File: config.mk
export PLATFORM = sky130hd
export DESIGN_NAME = pinfunc_ctrl
export DESIGN_NICKNAME = d
export VERILOG_FILES = /design/src/rtl/pfc_pkg.sv /design/src/rtl/pfc_wprot.sv /design/src/rtl/pfc_sync2.sv /design/src/rtl/pfc_pin_mux.sv /design/src/rtl/pinfunc_ctrl.sv
export SDC_FILE = /design/constraint.sdc
export NUM_CORES = 1
export LEC_CHECK = 0
export ABC_AREA = 1
export BUFFER_PORTS_ARGS = -buffer_cell sky130_fd_sc_hd__buf_2
export CAP_MARGIN = 10
export CORE_AREA = 10 10 347 349
export DETAILED_ROUTE_END_ITERATION = 12
export DIE_AREA = 0 0 357 359
export PLACE_DENSITY = 0.53
export RECOVER_POWER = 100
export SETUP_SLACK_MARGIN = 0.3
export SLEW_MARGIN = 30
export SYNTH_ARGS = -nofsm -noshare
export SYNTH_HDL_FRONTEND = slang
export SYNTH_HIERARCHICAL = 1
export SYNTH_SLANG_ARGS = --single-unit
File: constraint.sdc
create_clock -name clk -period 3.87 [get_ports clk]
set_clock_uncertainty 0.1 [all_clocks]
set_input_delay 0.1935 -clock clk [delete_from_list [all_inputs] [get_ports clk]]
set_output_delay 0.1935 -clock clk [all_outputs]
set_load 0.03 [all_outputs]
File: src/rtl/pfc_pkg.sv
`timescale 1ns/1ps
// Shared constants for the pin-function controller: register bases,
// protect-register bit positions and the direction field encoding.
package pfc_pkg;
    localparam int          PINS_PER_PORT = 8;
    localparam logic [11:0] DIR_BASE      = 12'h000;
    localparam logic [11:0] ODR_BASE      = 12'h040;
    localparam logic [11:0] IDR_BASE      = 12'h060;
    localparam logic [11:0] PMR_BASE      = 12'h080;
    localparam logic [11:0] FSEL_BASE     = 12'h200;
    localparam logic [11:0] WPR_ADDR      = 12'h2FF;
    localparam int          WPR_LOCK_BIT  = 7;
    localparam int          WPR_FWE_BIT   = 6;

    typedef enum logic [1:0] {
        DIR_UNUSED = 2'b00,
        DIR_RSVD   = 2'b01,
        DIR_INPUT  = 2'b10,
        DIR_OUTPUT = 2'b11
    } dir_e;
endpackage

File: src/rtl/pfc_wprot.sv
`timescale 1ns/1ps
// Write-protect register. It holds a lock flag (reset 1) and a
// function-write-enable flag (reset 0). Assumes wr_i is a single-cycle
// strobe with wdata_i = written bits {7,6}.
module pfc_wprot (
    input  logic       clk,
    input  logic       rst_n,
    input  logic       wr_i,
    input  logic [1:0] wdata_i,
    output logic       lock_o,
    output logic       fwe_o
);
    // Update lock on every write; enable only while unlocked and staying unlocked.
    always_ff @(posedge clk) begin
        if (!rst_n) begin
            lock_o <= 1'b1;
            fwe_o  <= 1'b0;
        end else if (wr_i) begin
            lock_o <= wdata_i[1];
            if (!lock_o && !wdata_i[1])
                fwe_o <= wdata_i[0];
        end
    end

    p_fwe_needs_unlock_r8: assert property (@(posedge clk) disable iff (!rst_n)
        !$stable(fwe_o) |-> !$past(lock_o));
endmodule

File: src/rtl/pfc_sync2.sv
`timescale 1ns/1ps
// Two-flop synchronizer for the pad inputs. Assumes d_i is asynchronous
// and that a two-cycle latency is acceptable to software.
module pfc_sync2 #(
    parameter int WIDTH = 32
) (
    input  logic             clk,
    input  logic             rst_n,
    input  logic [WIDTH-1:0] d_i,
    output logic [WIDTH-1:0] q_o
);
    logic [WIDTH-1:0] stage1;
    logic [1:0]       age;

    // Shift the pad value through both stages.
    always_ff @(posedge clk) begin
        if (!rst_n) begin
            stage1 <= '0;
            q_o    <= '0;
        end else begin
            stage1 <= d_i;
            q_o    <= stage1;
        end
    end

    // Count clean cycles after reset so the latency check starts valid.
    always_ff @(posedge clk) begin
        if (!rst_n)            age <= '0;
        else if (age != 2'd2)  age <= age + 2'd1;
    end

    p_sync_latency_r5: assert property (@(posedge clk) disable iff (!rst_n)
        (age == 2'd2) |-> (q_o == $past(d_i, 2)));
endmodule

File: src/rtl/pfc_pin_mux.sv
`timescale 1ns/1ps
// Output mux for one pin. It chooses between the GPIO path (data bit,
// enable when the direction is output) and the peripheral path picked by
// the function index. Assumes NUM_FUNC is a power of two.
module pfc_pin_mux
    import pfc_pkg::*;
#(
    parameter int NUM_FUNC = 8,
    parameter int FIDX_W   = 3
) (
    input  logic                mode_i,
    input  logic [1:0]          dir_i,
    input  logic                gpio_out_i,
    input  logic [FIDX_W-1:0]   fidx_i,
    input  logic [NUM_FUNC-1:0] periph_o_i,
    input  logic [NUM_FUNC-1:0] periph_oe_i,
    output logic                pad_o,
    output logic                pad_oe
);
    // Choose the pad driver source from the mode bit.
    always_comb begin
        if (mode_i) begin
            pad_o  = periph_o_i[fidx_i];
            pad_oe = periph_oe_i[fidx_i];
        end else begin
            pad_o  = gpio_out_i;
            pad_oe = (dir_e'(dir_i) == DIR_OUTPUT);
        end
    end
endmodule

File: src/rtl/pinfunc_ctrl.sv
`timescale 1ns/1ps
// Pin-function port controller. It decodes the register bus, holds
// direction, output, mode and function-select state, gates function-select
// writes through the protect register, and drives the pads. Assumes
// bus_addr, bus_we and bus_wdata are steady while bus_en is sampled.
module pinfunc_ctrl
    import pfc_pkg::*;
#(
    parameter int NUM_PORTS = 4,
    parameter int NUM_FUNC  = 8
) (
    input  logic                                   clk,
    input  logic                                   rst_n,
    input  logic                                   bus_en,
    input  logic                                   bus_we,
    input  logic [11:0]                            bus_addr,
    input  logic [15:0]                            bus_wdata,
    output logic [15:0]                            bus_rdata,
    input  logic [NUM_PORTS*PINS_PER_PORT-1:0]     pad_i,
    output logic [NUM_PORTS*PINS_PER_PORT-1:0]     pad_o,
    output logic [NUM_PORTS*PINS_PER_PORT-1:0]     pad_oe,
    input  logic [NUM_PORTS*PINS_PER_PORT*NUM_FUNC-1:0] periph_o,
    input  logic [NUM_PORTS*PINS_PER_PORT*NUM_FUNC-1:0] periph_oe,
    output logic [NUM_PORTS*PINS_PER_PORT*8-1:0]   pin_func_o
);
    localparam int NPINS  = NUM_PORTS * PINS_PER_PORT;
    localparam int FIDX_W = (NUM_FUNC > 1) ? $clog2(NUM_FUNC) : 1;

    logic [15:0]      dir_q  [NUM_PORTS];
    logic [7:0]       odr_q  [NUM_PORTS];
    logic [7:0]       pmr_q  [NUM_PORTS];
    logic [7:0]       fsel_q [NPINS];
    logic [7:0]       idr_v  [NUM_PORTS];
    logic [NPINS-1:0] pad_sync;
    logic             wp_lock, wp_fwe;
    logic             wr_stb, rd_stb, wpr_wr, rd_hit;
    logic [15:0]      rd_next;

    assign wr_stb = bus_en && bus_we;
    assign rd_stb = bus_en && !bus_we;
    assign wpr_wr = wr_stb && (bus_addr == WPR_ADDR);

    pfc_wprot u_wprot (
        .clk     (clk),
        .rst_n   (rst_n),
        .wr_i    (wpr_wr),
        .wdata_i ({bus_wdata[WPR_LOCK_BIT], bus_wdata[WPR_FWE_BIT]}),
        .lock_o  (wp_lock),
        .fwe_o   (wp_fwe)
    );

    pfc_sync2 #(.WIDTH(NPINS)) u_sync (
        .clk   (clk),
        .rst_n (rst_n),
        .d_i   (pad_i),
        .q_o   (pad_sync)
    );

    // Register writes for the per-port and per-pin state.
    always_ff @(posedge clk) begin
        if (!rst_n) begin
            for (int p = 0; p < NUM_PORTS; p++) begin
                dir_q[p] <= '0;
                odr_q[p] <= '0;
                pmr_q[p] <= '0;
            end
            for (int i = 0; i < NPINS; i++) fsel_q[i] <= '0;
        end else if (wr_stb) begin
            for (int p = 0; p < NUM_PORTS; p++) begin
                if (bus_addr == DIR_BASE + 12'(2 * p)) dir_q[p] <= bus_wdata;
                if (bus_addr == ODR_BASE + 12'(p))     odr_q[p] <= bus_wdata[7:0];
                if (bus_addr == PMR_BASE + 12'(p))     pmr_q[p] <= bus_wdata[7:0];
            end
            for (int i = 0; i < NPINS; i++)
                if (wp_fwe && bus_addr == FSEL_BASE + 12'(i)) fsel_q[i] <= bus_wdata[7:0];
        end
    end

    // Mask synchronized pads by the direction field's input-buffer bit.
    always_comb begin
        for (int p = 0; p < NUM_PORTS; p++)
            for (int b = 0; b < PINS_PER_PORT; b++)
                idr_v[p][b] = pad_sync[p*PINS_PER_PORT + b] & dir_q[p][2*b+1];
    end

    // Read-data selection over every mapped address.
    always_comb begin
        rd_next = '0;
        rd_hit  = 1'b0;
        for (int p = 0; p < NUM_PORTS; p++) begin
            if (bus_addr == DIR_BASE + 12'(2 * p)) begin rd_next = dir_q[p];          rd_hit = 1'b1; end
            if (bus_addr == ODR_BASE + 12'(p))     begin rd_next = {8'h00, odr_q[p]}; rd_hit = 1'b1; end
            if (bus_addr == IDR_BASE + 12'(p))     begin rd_next = {8'h00, idr_v[p]}; rd_hit = 1'b1; end
            if (bus_addr == PMR_BASE + 12'(p))     begin rd_next = {8'h00, pmr_q[p]}; rd_hit = 1'b1; end
        end
        for (int i = 0; i < NPINS; i++)
            if (bus_addr == FSEL_BASE + 12'(i)) begin rd_next = {8'h00, fsel_q[i]}; rd_hit = 1'b1; end
        if (bus_addr == WPR_ADDR) begin
            rd_next = {8'h00, wp_lock, wp_fwe, 6'b0};
            rd_hit  = 1'b1;
        end
    end

    // Register read data one cycle after the request.
    always_ff @(posedge clk) begin
        if (!rst_n)      bus_rdata <= '0;
        else if (rd_stb) bus_rdata <= rd_next;
    end

    p_unmapped_zero_r9: assert property (@(posedge clk) disable iff (!rst_n)
        $past(rd_stb && !rd_hit) |-> (bus_rdata == 16'h0000));

    generate
        for (genvar g = 0; g < NPINS; g++) begin : g_pin
            localparam int PRT = g / PINS_PER_PORT;
            localparam int BIT = g % PINS_PER_PORT;

            pfc_pin_mux #(.NUM_FUNC(NUM_FUNC), .FIDX_W(FIDX_W)) u_mux (
                .mode_i      (pmr_q[PRT][BIT]),
                .dir_i       (dir_q[PRT][2*BIT +: 2]),
                .gpio_out_i  (odr_q[PRT][BIT]),
                .fidx_i      (fsel_q[g][FIDX_W-1:0]),
                .periph_o_i  (periph_o[g*NUM_FUNC +: NUM_FUNC]),
                .periph_oe_i (periph_oe[g*NUM_FUNC +: NUM_FUNC]),
                .pad_o       (pad_o[g]),
                .pad_oe      (pad_oe[g])
            );

            assign pin_func_o[g*8 +: 8] = fsel_q[g];

            p_fsel_guard_r7: assert property (@(posedge clk) disable iff (!rst_n)
                !$stable(fsel_q[g]) |-> $past(wp_fwe));

            p_gpio_oe_r4: assert property (@(posedge clk) disable iff (!rst_n)
                (!pmr_q[PRT][BIT] && dir_q[PRT][2*BIT +: 2] != 2'b11) |-> !pad_oe[g]);
        end
    endgenerate
endmodule

# Word level (Yosys, flattened, before mapping)
# Memories as Yosys holds them, arrays and structs flattened.
# Index checks and enable logic that the tools add are counted.
[totals]
mem_count = 4
ramBits = 384
word_cells = 700
inputBits = 576
out_inout_bits = 336
ff_bits = 82
[classes]
n_lt_le_gt_ge = 32
eq_ne = 80
n_bitwise = 76
reduce_logical = 41
muxes = 462
[mem_list]
columns = ["memory", "depth", "word_bits", "read_ports", "rd_clocked_by_memory_dff", "wr", "line", "rtl"]
rows = [
  ["fsel_q", 32, 8, 32, 0, 32, "pinfunc_ctrl.sv:32", "logic [7:0] fsel_q [NPINS];"],
  ["dir_q", 4, 16, 4, 0, 4, "pinfunc_ctrl.sv:29", "logic [15:0] dir_q [NUM_PORTS];"],
  ["odr_q", 4, 8, 4, 0, 4, "pinfunc_ctrl.sv:30", "logic [7:0] odr_q [NUM_PORTS];"],
  ["pmr_q", 4, 8, 4, 0, 4, "pinfunc_ctrl.sv:31", "logic [7:0] pmr_q [NUM_PORTS];"],
]
[ops]
columns = ["cell", "count"]
rows = [
  ["$mux W16", 53],
  ["$eq A12 B10 Y1 const B", 33],
  ["$mux W8", 40],
  ["$mux W1", 305],
  ["$bmux W1 S3", 64],
  ["$lt A3 B4 Y1 const B", 32],
  ["$eq A12 B7 Y1 const B", 8],
  ["$eq A2 B2 Y1 const B", 32],
  ["$eq A12 B8 Y1 const B", 4],
  ["$or A1 B1 Y1", 44],
  ["$logic_and A1 B1 Y1", 36],
  ["$and A1 B1 Y1", 32],
  ["$eq A12 B3 Y1 const B", 2],
  ["$eq A12 B2 Y1 const B", 1],
  ["$logic_not A12 Y1", 1],
  ["$logic_not A1 Y1", 3],
  ["$reduce_and A2 Y1", 1],
]

# Longest topological paths before layout
[depth]
depth_word = 50
ltp_mapped = 35
ltp_nobuf = 34

# Cells and area by module
# The synthesis kept the hierarchy.
[modules_own_cells]
columns = ["mod", "cells_each", "instances", "area_per_inst_um2", "seq_area_each_um2"]
rows = [
  ["pinfunc_ctrl", 1836, 1, 18063.6, 11851.4],
  ["pfc_pin_mux", 53, 32, 250.2, 0.0],
  ["pfc_sync2", 199, 1, 1840.5, 1281.2],
  ["pfc_wprot", 11, 1, 82.6, 40.0],
]

# Least setup slack after synthesis
# OpenSTA, ideal clock, no wires.
[synth_path]
kind = "in2reg"
from = "in bus_addr[7]"
to = "mem fsel_q[28][0], in the netlist fsel_q[0][224], enable pin"
n_path_buf = 1
stages = 10
arrival_time_ns = 2.602
setup_ns = 0.384
t_required_ns = 3.386
path_slack_ns = 0.784
cell_sequence = "nor2_1 inv_1 nor3_4 clkinv_1 nor2_1 inv_2 clkbuf_1 nor2_1 inv_1 o21ai_0"
[synth_lines]
columns = ["element", "line", "rtl"]
rows = [
  ["start: declaration", "pinfunc_ctrl.sv:16", "input logic [11:0] bus_addr,"],
  ["end: declaration", "pinfunc_ctrl.sv:32", ""],
]

==> reports/metrics.csv <==
stage,metric,value,unit
timing,finalWorstSetupSlack,64.19,ps
setup_path,cpPeakStageDelay,550,ps
finish,mostFrequentLayoutCell,nand2_1,
power_and_ir_drop,ir_worst_vdd,0.0002962,V
timing,fin_crit,3806,ps
synthesis,syn_area_per_cell,7.481,µm²
cts,clockBufferDepth,3,
timing,setup_violations,0,
placement,io_buffers,911,
timing,hold_violations,0,
synthesis,synth_nets,4318,
placement,dp_slack,-604.0,ps
setup_path,worstReg2RegStart,pmr_q[0][7],
cts,cts.sinks,466,
setup_path,crit_arrival,4200,ps
finish,drive_above_1_share,0.3034,
routing,drc_errors,0,
setup_path,reg2reg_depth,26,
synthesis,ys_ff_latch,466,
power_and_ir_drop,power_density,366.9,nW/µm²
cts,path_clk_slew,60,ps
status,violations,"capacitance limit, slew limit",
routing,ant_nets,0,
synthesis,synth_ff_type,edfxtp_1,
routing,wirelength,163900,µm
finish,final_nets,5438,
worst_hold_path,hold_path_end,pmr_q[0][0],
worst_hold_path,hold_start,bus_wdata[0],
setup_path,critical_path_peak_fanout,4,
grt,grt_pass1_wl,222900,µm
finish,synthToLayoutAreaGrowth,34.60,%
grt,grt_overflow,0,
timing,fin_tns_setup,0,ps
setup_path,cpMostUsedCell,nand4_1,
grt,grt_use_total,0.2421,
grt,grt_pass1_vias,29268,
setup_path,worst-path-buf-inv,1,
floorplan,rows,124,
status,outcome,"finished, violations left",
timing,rsz0062_at_grt,yes,
timing,finalCritPeriodShare,0.9834,
finish,mostFrequentLayoutCells,"nand2_1 (1096), buf_2 (721), inv_1 (514), nor2_1 (427), nand3_1 (410)",
cts,htree_levels,2,
floorplan,die-height,359,µm
floorplan,core_area,113600,µm²
setup_path,cp_slowest_cell,edfxtp_1,
synthesis,synth_edf_count,384,
routing,viasPerCell,4.662,
floorplan,ios,912,
routing,drt_iter0_drc,2639,
setup_path,endpoint_kind,flop,
cts,cts_buffers,53,
worst_hold_path,holdPathStages,4,
cts,cts_tree,built,
synthesis,postSynthCellCount,3742,
finish,finalInstanceArea,37680,µm²
timing,max_freq,0.2628,GHz
setup_path,worst_setup_path_start_kind,flop,
synthesis,synth_area,27990,µm²
placement,dpl-instance-area,35230,µm²
timing,maxSlewViolCount,51,
setup_path,reg2reg_to,bus_rdata[7],
setup_path,critPathTopFamily,simple AND/OR/NAND/NOR gates,
timing,slew_headroom,-0.4261,
setup_path,required,4270,ps
placement,place_congestion,0.9745,
setup_path,crit_type,flop to flop,
timing,tightest_slew,2139,ps
run,cap_violations,1,
synthesis,ys_types,44,
placement,hpwl,139000,µm
worst_hold_path,hold_class,input port to flop,
routing,via_count,29932,
floorplan,die-area,128200,µm²
synthesis,synth_warnings,6,
cts,clkLatencyLatePin,630,ps
grt,grt_antenna_before_repair,20,
synthesis,synthArstFlopShare,0,
setup_path,rrSetupSlack,60,ps
routing,routedWlPerCell,25.53,µm
synthesis,yosysSeqAreaShare,0.4705,
floorplan,die_w,357,µm
floorplan,start_util,0.2465,
grt,grt_max_degree,51,
cts,clockRootBuffer,clkbuf_16,
power_and_ir_drop,p_leak,18.33,nW
routing,firstDrtPassIters,5,
## synth_stat cells, types with 6 or more instances
| cell | number | area (µm²) |
|---|---|---|
| a21oi_1 | 37 | 185.2 |
| and2_1 | 7 | 43.79 |
| buf_6 | 42 | 473.0 |
| clkbuf_1 | 44 | 165.2 |
| clkinv_1 | 8 | 30.03 |
| dfxtp_1 | 82 | 1642 |
| edfxtp_1 | 384 | 11530 |
| inv_1 | 515 | 1933 |
| inv_2 | 178 | 668.1 |
| inv_8 | 32 | 360.4 |
| nand2_1 | 1118 | 4197 |
| nand2_2 | 130 | 813.3 |
| nand2_4 | 6 | 67.56 |
| nand3_1 | 425 | 2127 |
| nand3_2 | 66 | 660.6 |
| nand4_1 | 84 | 525.5 |
| nor2_1 | 438 | 1644 |
| nor2_2 | 8 | 50.05 |
| nor3_1 | 30 | 150.1 |
| o21ai_0 | 36 | 180.2 |
| o21bai_1 | 9 | 67.56 |
| o22ai_1 | 11 | 68.82 |
| or2_2 | 6 | 37.54 |
## layer usage
layer,track usage,vias to the layer above,share of wire
met3,0.04072,277,0.069
met2,0.4102,1258,0.48
met1,0.3090,14385,0.41
li1,-,13994,-
met5,0,-,0.00072
met4,0.07904,18,0.039
## how the worst max path moves through the flow
stage                  from        endpoint  depth (start not counted)
6_report        pmr_q[0][7]    bus_rdata[7]                         26
5_1_grt        dir_q[0][15]    bus_rdata[7]                         29
4_1_cts        dir_q[0][15]    bus_rdata[7]                         29
3_5_place_dp   bus_addr[11]    bus_rdata[7]                         35
3_3_place_gp   bus_addr[11]    bus_rdata[7]                         35
2_1_floorplan   bus_addr[7]  fsel_q[0][224]                         10
## cell type report
class / count / area [µm²]
Fill cell: 12575 / 75890
Sequential cell: 466 / 13170
Multi-Input combinational cell: 2451 / 11370
Timing Repair Buffer: 1156 / 6374
Inverter: 734 / 2998
Tap cell: 1512 / 1892
Clock buffer: 63 / 1388
Clock inverter: 35 / 481.7
Antenna cell: 3 / 7.507
## metrics by stage
step | hold WS (ps) | utilization | cells | power [W]
global placement | 281.3 | 0.3102 | 6255 | 0.008499
detailed placement | 279.2 | 0.3102 | 6255 | 0.008498
global route | 177.4 | 0.3318 | 6419 | 0.01426
finish | 126.9 | 0.3318 | 6420 | 0.01382
CTS | 143.5 | 0.3324 | 6415 | 0.01390
floorplan | 191.1 | - | 3742 | 0.007223
## cell families after synthesis
logic type,share of synthesized area
AND/OR/NAND/NOR,0.3760
buffers and inverters,0.1307
flip-flops,0.4705
AO/OA/AOI/OAI,0.02275
## repair_timing
item / CTS / global route
gates resized for setup: 12 / 41
endpoints found under the hold margin: 72 / 0
setup buffers: 5 / 2
hold buffers: 57 / 0
pin swaps: 4 / 15
setup endpoints to repair: 8 / 8
## state kept, by name (all words and copies together) (netlist names)
register / flops
u_wprot/lock_o: 1
bus_rdata: 16
odr_q: 32
pmr_q: 32
u_sync/q_o: 32
fsel_q: 256
dir_q: 64
u_sync/stage1: 32
u_wprot/fwe_o: 1
## worst register-to-register path, stage by stage, from the launching register on
cell	delay, ps
edfxtp_1	550
and2_1	250
nor2_2	120
nand3_2	90
nor3_4	190
nand4_1	100
nor2_1	120
nand4_1	100
nor2_2	140
buf_6	130
nand4_1	80
nor2_1	90
nand4_1	120
nor2_2	140
nand4_1	90
nand2_1	100
nand4_1	130
nand2_2	150
nand4_1	140
nor2_1	130
nand4_1	90
nand2_1	90
nand4_1	80
nand2_1	90
nand4_1	90
nand2_1	120
a21oi_2	60
## power by group
| group | switching, W | internal, W | leakage, nW | total (W) |
|---|---|---|---|---|
| Sequential | 0.000444 | 0.00569 | 4.46 | 0.00613 |
| Clock | 0.00221 | 0.00319 | 0.892 | 0.00540 |
| Combinational | 0.00157 | 0.000720 | 13.0 | 0.00229 |
No activity file was read; power rests on OpenSTA's default activity.
